`src/rtl/rtx_pkg.sv`:
```
// Package: shared operation type for the register transfer datapath.
// Assumes a control word of {load, drive, select}.
package rtx_pkg;
    typedef enum logic [1:0] {
        OP_IDLE  = 2'd0,
        OP_DRIVE = 2'd1,
        OP_LOAD  = 2'd2,
        OP_BAD   = 2'd3
    } rtx_op_e;
endpackage

```
`src/rtl/rtx_ctrl_decode.sv`:
```
// Control decoder: splits the control word into an operation and a select.
// It also registers the illegal-code flag.
// Assumes that the word is stable for the whole interval.
module rtx_ctrl_decode
    import rtx_pkg::*;
#(
    parameter int SEL_W = 3,
    localparam int CW_W = SEL_W + 2
) (
    input  logic             clk,
    input  logic             rst_n,
    input  logic [CW_W-1:0]  ctrl_word,
    output rtx_op_e          op,
    output logic [SEL_W-1:0] sel,
    output logic             err_q
);
    logic load_f;
    logic drive_f;

    // Purpose: field split and operation decode.
    always_comb begin
        load_f  = ctrl_word[CW_W-1];
        drive_f = ctrl_word[CW_W-2];
        sel     = ctrl_word[SEL_W-1:0];
        unique case ({load_f, drive_f})
            2'b00:   op = OP_IDLE;
            2'b01:   op = OP_DRIVE;
            2'b10:   op = OP_LOAD;
            default: op = OP_BAD;
        endcase
    end

    // Purpose: one-cycle error flag after an illegal word.
    always_ff @(posedge clk) begin
        if (!rst_n) err_q <= 1'b0;
        else        err_q <= (op == OP_BAD);
    end
endmodule

```
`src/rtl/rtx_reg_bank.sv`:
```
// Register bank: NUM_REGS entries with one write port and one read port.
// Both ports use the same select, because only one transfer happens per interval.
module rtx_reg_bank #(
    parameter int DATA_W   = 16,
    parameter int NUM_REGS = 8,
    localparam int SEL_W   = $clog2(NUM_REGS)
) (
    input  logic              clk,
    input  logic              rst_n,
    input  logic              wr_en,
    input  logic [SEL_W-1:0]  sel,
    input  logic [DATA_W-1:0] wr_data,
    output logic [DATA_W-1:0] rd_data
);
    logic [DATA_W-1:0] regs [NUM_REGS];

    for (genvar g = 0; g < NUM_REGS; g++) begin : g_reg
        // Purpose: storage for entry g; cleared by reset.
        always_ff @(posedge clk) begin
            if (!rst_n)
                regs[g] <= '0;
            else if (wr_en && (sel == SEL_W'(g)))
                regs[g] <= wr_data;
        end
    end

    // Purpose: read multiplexer that puts the selected entry on the bus.
    always_comb begin
        rd_data = '0;
        for (int i = 0; i < NUM_REGS; i++)
            if (sel == SEL_W'(i)) rd_data = regs[i];
    end
endmodule

```
`src/rtl/rtx_bus_latch.sv`:
```
// Bus latch: holds the bus value between intervals.
// It takes the register read data in a drive step and the external input in an injected load step.
module rtx_bus_latch
    import rtx_pkg::*;
#(
    parameter int DATA_W = 16
) (
    input  logic              clk,
    input  logic              rst_n,
    input  rtx_op_e           op,
    input  logic              inj_en,
    input  logic [DATA_W-1:0] rd_data,
    input  logic [DATA_W-1:0] ext_bus_in,
    output logic [DATA_W-1:0] latch_q,
    output logic [DATA_W-1:0] wr_data
);
    // Purpose: data offered to the bank in a load step.
    always_comb wr_data = inj_en ? ext_bus_in : latch_q;

    // Purpose: latch update rules per operation.
    always_ff @(posedge clk) begin
        if (!rst_n)
            latch_q <= '0;
        else if (op == OP_DRIVE)
            latch_q <= rd_data;
        else if (op == OP_LOAD && inj_en)
            latch_q <= ext_bus_in;
    end
endmodule

```
`src/rtl/rtx_bus_datapath.sv`:
```
// Top: single-bus register transfer datapath.
// A move is made of a drive step and a load step.
// Assumes one control word per clock.
module rtx_bus_datapath
    import rtx_pkg::*;
#(
    parameter int DATA_W   = 16,
    parameter int NUM_REGS = 8,
    localparam int SEL_W   = $clog2(NUM_REGS),
    localparam int CW_W    = SEL_W + 2
) (
    input  logic              clk,
    input  logic              rst_n,
    input  logic [CW_W-1:0]   ctrl_word,
    input  logic              inj_en,
    input  logic [DATA_W-1:0] ext_bus_in,
    output logic [DATA_W-1:0] bus_obs,
    output logic              err_illegal
);
    rtx_op_e           op;
    logic [SEL_W-1:0]  sel;
    logic [DATA_W-1:0] rd_data;
    logic [DATA_W-1:0] wr_data;

    rtx_ctrl_decode #(.SEL_W(SEL_W)) u_dec (
        .clk(clk), .rst_n(rst_n), .ctrl_word(ctrl_word),
        .op(op), .sel(sel), .err_q(err_illegal)
    );

    rtx_reg_bank #(.DATA_W(DATA_W), .NUM_REGS(NUM_REGS)) u_bank (
        .clk(clk), .rst_n(rst_n), .wr_en(op == OP_LOAD), .sel(sel),
        .wr_data(wr_data), .rd_data(rd_data)
    );

    rtx_bus_latch #(.DATA_W(DATA_W)) u_latch (
        .clk(clk), .rst_n(rst_n), .op(op), .inj_en(inj_en),
        .rd_data(rd_data), .ext_bus_in(ext_bus_in),
        .latch_q(bus_obs), .wr_data(wr_data)
    );
endmodule

```
`config.mk`:
```
export PLATFORM = sky130hd
export DESIGN_NAME = rtx_bus_datapath
export DESIGN_NICKNAME = d
export VERILOG_FILES = /design/src/rtl/rtx_pkg.sv /design/src/rtl/rtx_ctrl_decode.sv /design/src/rtl/rtx_reg_bank.sv /design/src/rtl/rtx_bus_latch.sv /design/src/rtl/rtx_bus_datapath.sv
export SDC_FILE = /design/constraint.sdc
export NUM_CORES = 1
export LEC_CHECK = 0
export ABC_AREA = 1
export ABC_CLOCK_PERIOD_IN_PS = 4300
export BUFFER_PORTS_ARGS = -buffer_cell sky130_fd_sc_hd__buf_4
export CORE_MARGIN = 3
export CORE_UTILIZATION = 41
export CTS_CLUSTER_DIAMETER = 120
export DETAILED_ROUTE_END_ITERATION = 7
export PLACE_DENSITY = 0.62
export SLEW_MARGIN = 40
export SYNTH_ARGS = -nofsm -noshare
export SYNTH_HDL_FRONTEND = slang
export SYNTH_SLANG_ARGS = --single-unit
```
`constraint.sdc`:
```
create_clock -name clk -period 4.3 [get_ports clk]
set_clock_uncertainty 0.05 [all_clocks]
set_input_delay 0 -clock clk [delete_from_list [all_inputs] [get_ports clk]]
set_output_delay 0 -clock clk [all_outputs]
set_load 0.1 [all_outputs]
```
# After elaboration in Yosys (flattened, before gate mapping)
# Memory sizes are Yosys's and may differ from the RTL's.
# Index checks and enable logic that the tools add are counted.
[word_totals]
ff_bits = 17
latchBits = 0
mem_bits_rw = 128
mem_bits_ro = 0
input_bits = 24
output_inout_bits = 17
wordCells = 80
mem_count = 1
[mem_list]
columns = ["memory", "words", "word_bits", "read_ports", "rd_ports_with_merged_regs", "write_ports", "line", "source"]
rows = [
  ["u_bank.regs", 8, 16, 8, 0, 8, "rtx_reg_bank.sv:15", "logic [DATA_W-1:0] regs [NUM_REGS];"],
]
[op_classes]
addsub = 0
n_mul = 0
div_mod_pow = 0
n_lt_le_gt_ge = 0
n_eq_ne = 12
shifts = 0
mux = 45
n_bitwise = 8
n_reduce_logical = 12
[ops]
columns = ["operator", "count"]
rows = [
  ["16-bit 2-to-1 mux", 19],
  ["1-bit 2-to-1 mux", 25],
  ["3-bit equality test, second input constant", 4],
  ["1-bit logical AND", 9],
  ["1-bit bitwise OR", 8],
  ["2-bit equality test, second input constant", 3],
  ["3-bit by 2-bit equality test with 1-bit output, second input constant", 2],
  ["2-bit one-hot mux with 3 select lines", 1],
  ["2-bit by 1-bit equality test with 1-bit output, second input constant", 2],
  ["3-bit by 1-bit equality test with 1-bit output, second input constant", 1],
  ["3-bit zero test", 1],
  ["2-bit zero test", 1],
  ["2-bit nonzero test", 1],
]

# Longest topological paths before layout
[logic_depth]
depth_word = 10
depth_mapped = 9

# By module
# Synthesis repeated with hierarchy kept, for this count alone.
[hier_totals]
hier_cells = 745
area_unflattened_um2 = 6865.3
[by_module_without_submodules]
columns = ["module", "n_inst", "cells_per_inst", "area_each_um2", "seq_area_each_um2"]
rows = [
  ["rtx_reg_bank", 1, 536, 5706.7, 3843.7],
  ["rtx_bus_latch", 1, 198, 1084.8, 320.3],
  ["rtx_ctrl_decode", 1, 9, 63.8, 20.0],
  ["rtx_bus_datapath", 1, 2, 10.0, 0.0],
]

# Least setup slack after synthesis
# No wires, ideal clock.
[synth_timing]
path_type = "input port to flip-flop"
startpoint = "in ctrl_word[0]"
endpoint = "mem u_bank.regs[3][0] (netlist: u_bank.regs[0][48]) (enable)"
setup_ps = 411
arrival_ps = 1754
t_required_ps = 3839
slack_ps = 2085
path_stages = 4
n_path_buf = 2
cell_sequence = "buf_4 nand3_1 buf_2 o21ai_0"
[synth_lines]
columns = ["item", "line", "source"]
rows = [
  ["from (decl)", "rtx_bus_datapath.sv:14", "input logic [CW_W-1:0] ctrl_word,"],
  ["to (decl)", "rtx_reg_bank.sv:15", ""],
]

# Worst setup path after layout
[layout_timing]
startpoint = "in ctrl_word[4]"
endpoint = "reg u_latch.latch_q[1]"
[layout_via]
elab_chain_cells = 5
word_cells_on_any_way = 9
classes_between = "eq/ne: 4; mux: 2; reduce/logical: 3"
[layout_lines]
columns = ["item", "line", "source"]
rows = [
  ["2-bit equality test, or another cell as far along", "rtx_ctrl_decode.sv:25", "unique case ({load_f, drive_f})"],
  ["2-bit one-hot mux with 3 select lines *", "rtx_ctrl_decode.sv:25", ""],
  ["2-bit equality test", "rtx_bus_latch.sv:26", "else if (op == OP_LOAD && inj_en)"],
  ["1-bit logical AND", "rtx_bus_latch.sv:26", ""],
  ["2-bit nonzero test (no source line)", "n/a", ""],
  ["to (signal assigned)", "rtx_bus_latch.sv:25", "latch_q <= rd_data;"],
  ["to (signal assigned)", "rtx_bus_latch.sv:27", "latch_q <= ext_bus_in;"],
  ["to (decl)", "rtx_bus_latch.sv:14", "output logic [DATA_W-1:0] latch_q,"],
]
# Mark *: on every way between the ends. The rest lies on a longest branch, timed or not.
# A chain may end at the register's enable or synchronous reset.

==> metrics.cfg <==
[status]
status = finished clean

[critical_path]
slowest_stage = dlygate4sd3_1
crit_family = simple AND/OR/NAND/NOR gates
cp_max_fo = 17
path_class = input port to register
arrival_ps = 3060
required_ps = 4600
start_kind = input port
end_kind = register
path_cells = dlygate4sd3_1 > buf_4 > inv_1 > nor2_2 > nand2_1 > nand2_1 > inv_1 > nand2_1 > o311ai_0 > dlygate4sd3_1 > a21oi_1
crit_buf_inv = 5
cp_slowest_stage_delay_ps = 600
worst_path_most_repeated_cell = nand2_1

[floorplanning]
dieHeight_um = 132
rows = 45
fp.dieW_um = 132
start_util_pct = 42.4
design.die.area_um2 = 17400
io-pin-count = 41
core-area_um2 = 15400

[clocking]
htreeDepth = 4
clock_path_buffers = 2
postCtsSetupRepairBufs = 0
cts_resized = 0
path_clk_slew_ps = 60
numCtsBuffers = 17
cts_tree = built
clock_sinks = 145
cts-root-buf = clkbuf_16
clk_latency_ps = 420

[place]
port_buffers = 40
gp_congestion = 0.799
detailed_place_hpwl_um = 10700

[global_routing]
grt_overflow_total = 0
antenna_found_initial = 0
grt_usage_pct = 19.4
grt_pass1_vias = 4839
grt_pass1_wl_um = 26300
grt_max_degree = 47

[timing]
fin_crit_ps = 2750
worstMarginPinSlew_ps = 802
timing.fmax_ghz = 0.363
final-hold-violation-count = 0
maxSlewHeadroom_pct = 46.5
finalCritPeriodShare_pct = 64.0
tns_ps = 0
rsz0062_at_grt = false
setup_viol = 0
drv_slew = 0

[yosys]
syn_avg_cell_area_um2 = 9.97
seq_area_frac_synth_pct = 64.3
synth_nets = 677
synth_cells = 653
ys_warn_count = 0
ys_seq_elements = 145
yosysUniqueCellTypes = 21
syn-cell-area_um2 = 6510

[power_and_ir_drop]
p_leak_nw = 2.97
power_mw = 3.26
ir_worst_vdd_mv = 0.285
p_per_area_nw_per_um2 = 415

[route]
drc = 0
drtIter0Drc = 563
totalWireLength_um = 16700
wl_per_cell_um = 17.8
vias = 5011
ant_nets = 0
viasPerCell = 5.33
drt-pass1-iter-count = 6

[min_path]
hold_class = input port to register

[cells_and_area]
synthToLayoutAreaGrowth_pct = 20.7
fill_cells = 1409
antenna_cells = 0
finalNetCount = 740
layout-drive-gt1-share_pct = 13.0

[job]
maxCapViolations = 0

[cell usage after synthesis (all sizes together)]
cell type,instances,area (um^2)
nor3,4,47.5
clkbuf,19,71.3
o311ai,2,17.5
inv,44,165
dfxtp,17,340
clkinv,2,7.51
nor2,171,649
edfxtp,128,3840
nand2,71,267
buf,18,91.3
nand3,38,190
nand4,44,275
a21oi,48,240
mux2i,14,140
o21ai,33,165
[where the power goes]
| part | switching [mW] | internal, mW |
|---|---|---|
| combinational | 0.287 | 0.106 |
| sequential | 0.0241 | 1.59 |
| clock | 0.535 | 0.717 |
[per-layer routing]
| metal | up-vias | global-route usage [%] | wire, um |
|---|---|---|---|
| met5 | - | 0 | 0 |
| met4 | 0 | 6.71 | 176 |
| met3 | 13 | 3.78 | 1110 |
| met2 | 175 | 29.8 | 7750 |
| met1 | 2425 | 27.8 | 7670 |
| li1 | 2398 | - | - |
[worst reg2reg max path, stage by stage, from the launching register on]
cell and delay, ps:
edfxtp_1 370, nand4_1 100, nand3_1 130, nor2_1 230
nand4_1 150, nand2_1 110, a21oi_1 60, dlygate4sd3_1 560
[through the flow]
stage | instances | area, um^2 | hold slack [ps] | setup slack [ps] | util [%]
2_1_floorplan | 653 | 6510 | 63.8 | 2080 | -
3_3_place_gp | 874 | 6970 | 191 | 1970 | 45.3
3_5_place_dp | 874 | 7010 | 199 | 1840 | 45.6
4_1_cts | 940 | 7840 | 16.0 | 1300 | 51.0
5_1_grt | 940 | 7860 | 85.1 | 1310 | 51.1
6_report | 940 | 7860 | 37.7 | 1550 | 51.1
[registers in the layout (all words and copies together), names as in the netlist]
| signal | cells |
|---|---|
| u_bank.regs | 128 |
| u_dec.err_q | 1 |
| u_latch.latch_q | 16 |
[worst paths after layout]
path	from	end	slack (ps)	depth (start not counted)
max	ctrl_word[4]	u_latch.latch_q[1]	1550	11
min	rst_n	u_latch.latch_q[8]	40	3
max reg2reg	u_bank.regs[0][31]	u_latch.latch_q[15]	2430	7
min reg2reg	u_bank.regs[1][49]	u_latch.latch_q[1]	500	2
[area by class of cell]
cell class | count | area, um^2 | share of cell area (%)
Multi-Input combinational cell | 425 | 2060 | 26.2
Timing Repair Buffer | 81 | 693 | 8.82
Clock buffer | 21 | 440 | 5.60
Sequential cell | 145 | 4180 | 53.2
Tap cell | 211 | 264 | 3.36
Inverter | 46 | 173 | 2.20
Clock inverter | 11 | 47.5 | 0.605
[logic make-up (layout without fill, tap and decap cells)]
logic type	after synthesis	in the layout	share of synthesized area (%)
and+or+nand+nor	328	328	21.9
DFF	145	145	64.3
AOI/OAI and AO/OA	83	83	6.50
buffers and inverters	83	159	5.15
muxes	14	14	2.15
[cell usage in the layout, fill, tap and decap left out, types with 2 or more instances in the layout]
| cell | Yosys | final |
|---|---|---|
| nor2_1 | 170 | 169 |
| edfxtp_1 | 128 | 128 |
| nand2_1 | 71 | 70 |
| buf_4 | 2 | 47 |
| a21oi_1 | 48 | 46 |
| nand4_1 | 44 | 44 |
| inv_1 | 40 | 40 |
| nand3_1 | 38 | 38 |
| dlygate4sd3_1 | 0 | 34 |
| o21ai_0 | 33 | 28 |
| clkbuf_16 | 0 | 17 |
| dfxtp_1 | 17 | 17 |
| mux2i_2 | 0 | 14 |
| clkinv_1 | 2 | 8 |
| o21ai_1 | 0 | 5 |
| clkinv_2 | 0 | 5 |
| inv_2 | 4 | 4 |
| clkbuf_1 | 19 | 4 |
| nor3_4 | 2 | 2 |
| a21oi_2 | 0 | 2 |
| o311ai_0 | 2 | 2 |
[timing repair]
action | CTS | global route
hold buffers | 34 | 0
setup endpoints to repair | 0 | 0
hold endpoints to repair | 18 | 0
No activity file was read; power rests on OpenSTA's default activity.
